File: config.mk
export PLATFORM = sky130hd
export DESIGN_NAME = rm_fetch_addr_gen
export DESIGN_NICKNAME = d
export VERILOG_FILES = /design/src/rtl/rmag_pkg.sv /design/src/rtl/rmag_mode_ctl.sv /design/src/rtl/rmag_seg_adder.sv /design/src/rtl/rmag_addr_mux.sv /design/src/rtl/rm_fetch_addr_gen.sv
export SDC_FILE = /design/constraint.sdc
export NUM_CORES = 1
export LEC_CHECK = 0
export BUFFER_PORTS_ARGS = -buffer_cell sky130_fd_sc_hd__buf_4
export CAP_MARGIN = 10
export CORE_MARGIN = 10
export CORE_UTILIZATION = 53
export CTS_BUF_LIST = sky130_fd_sc_hd__clkbuf_4 sky130_fd_sc_hd__clkbuf_8
export DETAILED_ROUTE_END_ITERATION = 10
export HOLD_SLACK_MARGIN = 0.05
export PLACE_DENSITY_LB_ADDON = 0.3
export SYNTH_ARGS = -nofsm -noshare
export SYNTH_HDL_FRONTEND = slang
export SYNTH_SLANG_ARGS = --single-unit
export TNS_END_PERCENT = 30
File: constraint.sdc
create_clock -name clk -period 5.49 [get_ports clk]
set_input_delay 0.8235 -clock clk [delete_from_list [all_inputs] [get_ports clk]]
set_output_delay 0.8235 -clock clk [all_outputs]
set_load 0.005 [all_outputs]
File: src/rtl/rmag_pkg.sv
package rmag_pkg;

   typedef enum logic {
      MODE_OVERRIDE = 1'b1,
      MODE_NORMAL   = 1'b0
   } rmag_mode_e;

   localparam int unsigned RMAG_SEL_W_DEF = 16;
   localparam int unsigned RMAG_OFS_W_DEF = 16;
   localparam int unsigned RMAG_SHIFT_DEF = 4;
   localparam int unsigned RMAG_PA_W_DEF  = 32;

endpackage

File: src/rtl/rmag_mode_ctl.sv
module rmag_mode_ctl
   import rmag_pkg::*;
#(
   parameter int unsigned SEL_W     = RMAG_SEL_W_DEF,
   parameter logic [SEL_W-1:0] RST_SEL = 16'hF000
) (
   input  logic             clk,
   input  logic             rst,
   input  logic             init,
   input  logic             cs_ld,
   input  logic [SEL_W-1:0] cs_sel,
   output logic             ovr_now,
   output logic [SEL_W-1:0] sel_q
);

   rmag_mode_e mode_q;
   rmag_mode_e mode_d;
   logic [SEL_W-1:0] sel_d;
   logic take_ld;

   // a load only counts when neither reset nor init is requesting override
   assign take_ld = cs_ld & ~rst & ~init;

   always_comb begin
      mode_d = mode_q;
      sel_d  = sel_q;
      if (rst) begin
         mode_d = MODE_OVERRIDE;
         sel_d  = RST_SEL;
      end else if (init) begin
         mode_d = MODE_OVERRIDE;
      end else if (take_ld) begin
         mode_d = MODE_NORMAL;
         sel_d  = cs_sel;
      end
   end

   always_ff @(posedge clk) begin
      mode_q <= mode_d;
      sel_q  <= sel_d;
   end

   // override shows in the same cycle reset or init is raised
   assign ovr_now = (mode_q == MODE_OVERRIDE) | rst | init;

   // strobe under reset never leaves override
   assert_ld_in_reset_ignored_R7: assert property (@(posedge clk)
      (rst && cs_ld) |=> (mode_q == MODE_OVERRIDE));

   // init beats a simultaneous load
   assert_init_beats_load_R8: assert property (@(posedge clk) disable iff (rst)
      (init && cs_ld) |=> (mode_q == MODE_OVERRIDE));

endmodule

File: src/rtl/rmag_seg_adder.sv
module rmag_seg_adder
   import rmag_pkg::*;
#(
   parameter int unsigned SEL_W = RMAG_SEL_W_DEF,
   parameter int unsigned OFS_W = RMAG_OFS_W_DEF,
   parameter int unsigned SHIFT = RMAG_SHIFT_DEF
) (
   input  logic [SEL_W-1:0]       sel,
   input  logic [OFS_W-1:0]       ofs,
   output logic [SEL_W+SHIFT-1:0] lin
);

   localparam int unsigned SUM_W = SEL_W + SHIFT;

   logic [SUM_W-1:0] base;

   generate
      if (SHIFT == 0) begin : g_noshift
         assign base = sel;
      end else begin : g_shift
         assign base = {sel, {SHIFT{1'b0}}};
      end

      if (OFS_W >= SUM_W) begin : g_ofs_trunc
         // carry beyond SUM_W is dropped: wrap at 2^SUM_W
         assign lin = base + ofs[SUM_W-1:0];
      end else begin : g_ofs_ext
         assign lin = base + {{(SUM_W-OFS_W){1'b0}}, ofs};
      end
   endgenerate

endmodule

File: src/rtl/rmag_addr_mux.sv
module rmag_addr_mux
   import rmag_pkg::*;
#(
   parameter int unsigned OFS_W = RMAG_OFS_W_DEF,
   parameter int unsigned SUM_W = RMAG_SEL_W_DEF + RMAG_SHIFT_DEF,
   parameter int unsigned PA_W  = RMAG_PA_W_DEF
) (
   input  logic             ovr,
   input  logic [OFS_W-1:0] ofs,
   input  logic [SUM_W-1:0] lin,
   output logic [PA_W-1:0]  paddr
);

   localparam int unsigned HI_W = PA_W - OFS_W;

   logic [PA_W-1:0] ovr_addr;
   logic [PA_W-1:0] nrm_addr;

   assign ovr_addr = {{HI_W{1'b1}}, ofs};

   generate
      if (PA_W > SUM_W) begin : g_zero_fill
         assign nrm_addr = {{(PA_W-SUM_W){1'b0}}, lin};
      end else begin : g_exact
         assign nrm_addr = lin;
      end
   endgenerate

   assign paddr = ovr ? ovr_addr : nrm_addr;

endmodule

File: src/rtl/rm_fetch_addr_gen.sv
module rm_fetch_addr_gen
   import rmag_pkg::*;
#(
   parameter int unsigned SEL_W = RMAG_SEL_W_DEF,
   parameter int unsigned OFS_W = RMAG_OFS_W_DEF,
   parameter int unsigned SHIFT = RMAG_SHIFT_DEF,
   parameter int unsigned PA_W  = RMAG_PA_W_DEF
) (
   input  logic             clk,
   input  logic             rst,
   input  logic             init,
   input  logic             cs_ld,
   input  logic [SEL_W-1:0] cs_sel,
   input  logic [OFS_W-1:0] ofs,
   output logic [PA_W-1:0]  paddr,
   output logic             ovr_active
);

   localparam int unsigned SUM_W = SEL_W + SHIFT;
   localparam int unsigned HI_W  = PA_W - OFS_W;

   generate
      if (PA_W < SUM_W) begin : g_bad_pa
         $error("rm_fetch_addr_gen: PA_W must hold the shifted sum");
      end
      if (OFS_W >= PA_W) begin : g_bad_ofs
         $error("rm_fetch_addr_gen: OFS_W must leave room for forced bits");
      end
      if (OFS_W > SUM_W) begin : g_bad_sum
         $error("rm_fetch_addr_gen: offset wider than segment sum");
      end
   endgenerate

   logic [SEL_W-1:0] sel_q;
   logic [SUM_W-1:0] lin;
   logic             ovr;

   rmag_mode_ctl #(.SEL_W(SEL_W), .RST_SEL(SEL_W'(16'hF000))) u_mode (
      .clk     (clk),
      .rst     (rst),
      .init    (init),
      .cs_ld   (cs_ld),
      .cs_sel  (cs_sel),
      .ovr_now (ovr),
      .sel_q   (sel_q)
   );

   rmag_seg_adder #(.SEL_W(SEL_W), .OFS_W(OFS_W), .SHIFT(SHIFT)) u_add (
      .sel (sel_q),
      .ofs (ofs),
      .lin (lin)
   );

   rmag_addr_mux #(.OFS_W(OFS_W), .SUM_W(SUM_W), .PA_W(PA_W)) u_mux (
      .ovr   (ovr),
      .ofs   (ofs),
      .lin   (lin),
      .paddr (paddr)
   );

   assign ovr_active = ovr;

   // reset shows override immediately (immediate check, sampled after settle)
   always_comb begin
      if (rst === 1'b1) begin
         assert_reset_override_R1: assert (ovr_active === 1'b1);
      end
   end

   // override persists without a load
   assert_override_holds_R2: assert property (@(posedge clk) disable iff (rst)
      (ovr_active && !cs_ld) |=> ovr_active);

   // forced upper bits while override is on
   assert_override_upper_R2: assert property (@(posedge clk) disable iff (rst)
      ovr_active |-> (paddr[PA_W-1:OFS_W] == {HI_W{1'b1}} && paddr[OFS_W-1:0] == ofs));

   // a clean load ends override on the next cycle unless init arrives
   assert_load_clears_R3: assert property (@(posedge clk) disable iff (rst)
      (cs_ld && !init) |=> (init || !ovr_active));

   // normal-mode address never exceeds the 20-bit space
   assert_no_overflow_R5: assert property (@(posedge clk) disable iff (rst)
      !ovr_active |-> (paddr[PA_W-1:SUM_W] == '0));

   // init forces override in the same cycle
   assert_init_override_R6: assert property (@(posedge clk) disable iff (rst)
      init |-> ovr_active);

endmodule

After elaboration in Yosys (flattened, before gate mapping)
Index checks and enable logic that the tools add are counted.
- register bits after elaboration: 17
- input bits: 36
- output and inout bits: 33
- add/subtract/negate cells: 1
- multiplexer cells: 1
- bitwise gates (word level): 6
- reduce and logical (&&, ||, !) cells: 2
- operators with widths (kind ; count):
    $mux W32 ; 1
    $add A20 B16 Y20 ; 1
    $and A1 B1 Y1 ; 2
    $not A1 Y1 ; 2
    $or A1 B1 Y1 ; 2
    $reduce_and A2 Y1 ; 1
    $reduce_or A2 Y1 ; 1

Longest topological paths before layout
Gate-level depths: netlist of the first run.
- depth after elaboration: 4
- mapped depth: 8
- mapped depth without buffers: 8

By module
Synthesis of the first run repeated with hierarchy kept, for this count alone.
- cell total of the unflattened synthesis: 219
- area total of the unflattened synthesis: 2000.7 µm²
- modules (own cells, without submodules) (module ; instances ; cells each ; area each (µm²) ; sequential area each (µm²)):
    rmag_seg_adder ; 1 ; 108 ; 820.8 ; 0.0
    rmag_mode_ctl ; 1 ; 77 ; 802.0 ; 340.3
    rmag_addr_mux ; 1 ; 34 ; 377.9 ; 0.0

Worst setup path before layout of the first run
No wires, ideal clock.
- path type: in2out
- start point: input ofs[4]
- end point: output paddr[12]
- arrival: 2.340 ns
- slack: 2.326 ns
- stages on the path: 8
- cells stage by stage: ha_1 -> fa_1 -> a21oi_1 -> o31ai_1 -> a21oi_1 -> a21oi_1 -> xnor2_1 -> o21ai_0
- cells in the longest elaborated chain, start to end: 2
- RTL lines (what ; RTL line ; source):
    start, declared ; rm_fetch_addr_gen.sv:14 ; input logic [OFS_W-1:0] ofs,
    $add A20 B16 Y20 ; rmag_seg_adder.sv:28 ; assign lin = base + {{(SUM_W-OFS_W){1'b0}}, ofs};
    $mux W32 ; rmag_addr_mux.sv:29 ; assign paddr = ovr ? ovr_addr : nrm_addr;
    end, declared ; rm_fetch_addr_gen.sv:15 ; output logic [PA_W-1:0] paddr,
Every way passes these cells.

Worst setup path in the final report of the first run
- start point: input ofs[4]
- end point: output paddr[18]
The elaborated chain is that of the path after synthesis.

==> results of run 1 <==
-- report_power, final --
group	internal (mW)	switching (mW)	total, mW
registers	0.131	0.00642	0.137
logic	0.0582	0.0527	0.111
clock network	0.0271	0.0375	0.0646
-- registers in the layout, summed over array words and instances, names as in the netlist --
name,flops
u_mode.sel_q,16
u_mode.mode_q,1
-- cells by family (layout without fill, tap and decap cells) --
| kind of cell | Yosys count | count (layout) |
|---|---|---|
| buffers and inverters | 28 | 70 |
| adder cells (fa/ha/maj) | 13 | 13 |
| flip-flops | 17 | 17 |
| AND/OR/NAND/NOR | 74 | 74 |
| XOR/XNOR | 11 | 11 |
| AO/OA/AOI/OAI | 63 | 63 |
-- final timing paths --
| path | to | cells after the start |
|---|---|---|
| worst max-delay path | paddr[18] | 10 |
| worst min-delay path | u_mode.sel_q[0] | 2 |
| worst max register to register | u_mode.mode_q | 2 |
| worst min register to register | u_mode.sel_q[0] | 2 |
-- worst max-delay path, stage by stage --
cell and delay [ns]:
buf_4 0.11, ha_1 0.22, fa_1 0.41, a21oi_1 0.30, o311a_1 0.20, o21ai_2 0.07, o21ai_0 0.21, xor2_1 0.17
nand2_1 0.07, buf_4 0.16
-- cells in the mapped netlist (all sizes together), types with 2 or more instances --
cell type  number  area, µm²
a21o            4       31.3
a21oi          14       81.3
a31oi           2       12.5
and3            2       13.8
and4            2       18.8
buf            20        153
clkbuf          3       11.3
dfxtp          17        340
ha             12        150
inv             5       18.8
nand2          40        150
nand2b         12       75.1
nor2           11       41.3
nor3b           2       15.0
o21a            2       15.0
o21ai          30        158
o311ai          2       25.0
o31ai           2       15.0
xnor2           5       43.8
xor2            6       52.6
-- layer usage --
metal,vias up,part of all wire
li1,790,-
met1,647,0.46
met2,44,0.44
met3,2,0.098
met4,0,0.0072
met5,-,0
-- stage by stage --
stage | setup slack, ns | power (mW) | std cells
4_1_cts | 1.90 | 0.316 | 279
5_1_grt | 1.73 | 0.334 | 279
6_report | 1.89 | 0.313 | 279
3_3_place_gp | 1.96 | 0.249 | 275
2_1_floorplan | 2.33 | 0.212 | 206
3_5_place_dp | 1.91 | 0.251 | 275
-- cell type report --
type,count,area (µm²)
Timing Repair Buffer,61,458
Fill cell,254,866
Sequential cell,17,340
Clock inverter,1,5.00
Multi-Input combinational cell,161,1030
Tap cell,31,38.8
Inverter,5,18.8
Clock buffer,3,22.5
==> impl_metrics.py, run 1 <==
metrics = {
    "run_status": {
        "outcome": "complete, no violations",
    },
    "clock_network": {
        "cts_buffers": 3,
        "cts_resized": 0,
        "root_buffer": "clkbuf_4",
        "clk_latency_ns": 0.28,
        "cts_tree": "done",
        "cts_hold_buf": 0,
        "path_clk_slew_ns": 0.09,
        "postCtsSetupRepairBufs": 0,
        "cts_buffer_depth": 2,
        "htreeDepth": 1,
        "clock-sinks": 17,
    },
    "detailed_routing": {
        "vias": 1483,
        "first_pass_iters": 4,
        "drtAntennaViolNets": 0,
        "drc_errors": 0,
        "wl_per_cell_um": 13.5,
        "drt-initial-drc-count": 64,
        "vias_per_cell": 5.32,
        "wirelength_mm": 3.76,
    },
    "global_routing": {
        "grt_pass1_wl_mm": 6.06,
        "grt_overflow": 0,
        "track_usage": 0.133,
        "antenna_found_initial": 0,
        "top_usage_layer": "met2",
        "grtUsageMet2": 0.209,
        "use_met3": 0.0426,
        "grt_pass1_vias": 1358,
        "grt_use_met1": 0.164,
        "grt_max_degree": 36,
    },
    "worst_setup_path": {
        "crit_start": "ofs[4]",
        "critPathLaunchType": "input port",
        "ff2ff_setup_slack_ns": 4.54,
        "setup.worst_path.class": "in2out",
        "cp.arrival_ns": 2.77,
        "required_ns": 4.67,
        "r2r-start": "u_mode.mode_q",
        "cp-end-kind": "output pin",
        "path_max_fanout": 3,
    },
    "synth": {
        "synth_top_family_by_area": "compound AO/OA/AOI/OAI gates",
        "synth_simple_gate_area_frac": 0.231,
        "synth_flop_cell": "dfxtp_1",
        "syn-cell-area_um2": 1550,
        "synth_seq_area_share": 0.220,
        "synth_fp_nets": 255,
        "synth_fa_ha_area_frac": 0.110,
        "synth.distinct_cells": 42,
        "syn_area_per_cell_um2": 7.53,
        "synth.area.mux_share": 0,
        "synth_edf_count": 0,
        "syn_inst": 206,
        "ys_warn_count": 0,
        "ys_seq_elements": 17,
        "synthArstFlopShare": 0,
        "synthXorXnorAreaFrac": 0.0621,
        "synth_compound_area_frac": 0.260,
    },
    "die": {
        "ios": 69,
        "die_height_um": 74.1,
        "die_w_um": 74.1,
        "rows": 19,
        "core-area_um2": 2780,
        "start_util": 0.557,
        "die-area_um2": 5490,
    },
    "sta": {
        "finalSetupTns_ns": 0,
        "max_slew.worst_pin.slew_ns": 0.898,
        "finalSetupViolations": 0,
        "fin_crit_sh": 0.655,
        "rsz0062_at_grt": "no",
        "maxSlewHeadroom": 0.401,
        "finalHoldViolCount": 0,
        "fin_crit_ns": 3.60,
        "slew_viol_final": 0,
        "fin_hold_ws_ns": 0.486,
        "max_freq_mhz": 278,
        "fin_skew_ns": 0,
    },
    "finish": {
        "layout_commonest_cell": "buf_4",
        "diodes": 0,
        "drive_gt1_frac": 0.315,
        "syn_to_final_growth_pct": 23.6,
        "layout_common_cells": "61 x buf_4, 40 x nand2_1, 26 x o21ai_0",
        "layout.nets": 298,
        "post-route-util": 0.689,
        "final_area_um2": 1920,
    },
    "min_path": {
        "hold_start": "u_mode.sel_q[0]",
        "hold_path.class": "reg2reg",
    },
    "placement": {
        "place_area_um2": 1890,
        "gp_congestion": 0.867,
        "portBuffers": 60,
        "place_hpwl_mm": 3.08,
    },
    "run": {
        "cap_violations": 0,
    },
    "pwr": {
        "leakage_nw": 0.893,
        "ir_drop_uv": 177,
        "power_density_nw_per_um2": 163,
    },
}
(Power assumes the default switching activity.)
==> run 2: changes to the inputs <==
CORE_UTILIZATION = 49   (was 53)
clock period = 3.4 ns   (was 5.49 ns; I/O delays follow)
==> impl_metrics.py, run 2 (synthesis results as in run 1) <==
metrics = {
    "die": {
        "die_w_um": 76.2,
        "rows": 20,
        "die_height_um": 76.2,
        "ios": 69,
        "core-area_um2": 3050,
        "die-area_um2": 5810,
        "start_util": 0.508,
    },
    "global_routing": {
        "top_usage_layer": "met2",
        "antenna_found_initial": 0,
        "grt_pass1_vias": 1443,
        "grt_pass1_wl_mm": 6.46,
        "use_met3": 0.0271,
        "grt_max_degree": 26,
        "grt_overflow": 0,
        "grtUsageMet2": 0.211,
        "grt_use_met1": 0.157,
        "track_usage": 0.129,
    },
    "clock_network": {
        "cts_resized": 0,
        "postCtsSetupRepairBufs": 0,
        "cts_buffers": 3,
        "clock-sinks": 17,
        "root_buffer": "clkbuf_4",
        "cts_buffer_depth": 2,
        "htreeDepth": 1,
        "cts_hold_buf": 0,
        "cts_tree": "done",
        "path_clk_slew_ns": 0.09,
        "clk_latency_ns": 0.30,
    },
    "placement": {
        "place_area_um2": 1920,
        "portBuffers": 60,
        "gp_congestion": 0.792,
        "place_hpwl_mm": 3.18,
        "post-place-ws_ns": 0.486,
    },
    "detailed_routing": {
        "vias_per_cell": 4.96,
        "drt-initial-drc-count": 63,
        "vias": 1457,
        "drtAntennaViolNets": 0,
        "wl_per_cell_um": 13.0,
        "drc_errors": 0,
        "wirelength_mm": 3.82,
        "first_pass_iters": 4,
    },
    "sta": {
        "fin_skew_ns": 0,
        "finalHoldViolCount": 0,
        "rsz0062_at_grt": "no",
        "finalSetupTns_ns": 0,
        "finalSetupViolations": 0,
        "max_slew.worst_pin.slew_ns": 0.623,
        "maxSlewHeadroom": 0.583,
        "max_freq_mhz": 341,
        "finalWorstSetupSlack_ns": 0.464,
        "fin_crit_sh": 0.863,
        "slew_viol_final": 0,
        "fin_crit_ns": 2.94,
    },
    "worst_setup_path": {
        "crit_path_frequent_cell": "buf_4",
        "critPathLaunchType": "input port",
        "setup.worst_path.class": "in2out",
        "slowest_stage": "fa_1",
        "path_max_fanout": 3,
        "cp.arrival_ns": 2.43,
        "cp_slowest_stage_delay_ns": 0.42,
        "required_ns": 2.89,
        "path_delay_family": "compound AO/OA/AOI/OAI gates",
        "crit_buf_inv": 2,
        "crit_path_cell_trace": "buf_4 > ha_1 > fa_1 > a21oi_1 > o311a_1 > o21ai_2 > o21ai_0 > xor2_1 > nand2_1 > buf_4",
        "cp-end-kind": "output pin",
    },
    "finish": {
        "syn_to_final_growth_pct": 25.6,
        "layout_commonest_cell": "buf_4",
        "drive_gt1_frac": 0.320,
        "layout.nets": 300,
        "diodes": 0,
        "n_fill_cell": 306,
        "largest_reg_flops": 16,
        "top_regs": "u_mode.sel_q x16, u_mode.mode_q x1",
        "top_register": "u_mode.sel_q",
        "final_area_um2": 1950,
        "layout_common_cells": "63 x buf_4, 40 x nand2_1, 26 x o21ai_0",
    },
    "pwr": {
        "power.total_mw": 0.510,
        "ir_drop_uv": 194,
        "power_density_nw_per_um2": 262,
        "leakage_nw": 0.902,
    },
    "run_status": {
        "outcome": "complete, no violations",
    },
    "min_path": {
        "hold_path.class": "in2reg",
    },
    "run": {
        "cap_violations": 0,
    },
}
==> run 2: cell types whose count changed in the layout (fill, tap and decap cells not counted), sizes merged <==
cell and change:
buf +2
==> run 2: power breakdown <==
group | internal (mW) | switching (mW) | total, mW | leakage [nW]
logic | 0.0946 | 0.0854 | 0.180 | 0.745
registers | 0.211 | 0.0101 | 0.222 | 0.140
clock network | 0.0440 | 0.0641 | 0.108 | 0.0177
==> run 2: final timing paths <==
kind,cells after the start,slack [ns],endpoint,start
worst max register to register,3,2.54,u_mode.mode_q,u_mode.mode_q
worst min register to register,2,0.49,u_mode.sel_q[0],u_mode.sel_q[0]
worst max-delay path,10,0.46,paddr[18],ofs[4]
worst min-delay path,3,0.39,u_mode.sel_q[15],cs_sel[15]
==> run 2: worst register-to-register path, cell delays in order, from the launching register on <==
cell,delay [ns]
dfxtp_1,0.33
nor3_4,0.18
buf_4,0.19
nor2_1,0.06
==> run 2: layout make-up <==
type	count	area, µm²	share of cell area
Timing Repair Buffer	63	473	0.243
Clock buffer	3	22.5	0.0116
Tap cell	44	55.1	0.0283
Multi-Input combinational cell	161	1030	0.530
Clock inverter	1	5.00	0.00257
Sequential cell	17	340	0.175
Inverter	5	18.8	0.00964
==> run 2: per-layer routing <==
metal / share of wire / vias up
li1: - / 789
met1: 0.48 / 626
met2: 0.45 / 37
met3: 0.057 / 5
met4: 0.017 / 0
met5: 0 / -
==> run 2: through the flow <==
| step | hold WS, ns | cells | utilization |
|---|---|---|---|
| 2_1_floorplan | 0.453 | 206 | - |
| 3_3_place_gp | 0.469 | 290 | 0.629 |
| 3_5_place_dp | 0.474 | 290 | 0.629 |
| 4_1_cts | 0.390 | 294 | 0.638 |
| 5_1_grt | 0.401 | 294 | 0.638 |
| 6_report | 0.394 | 294 | 0.638 |
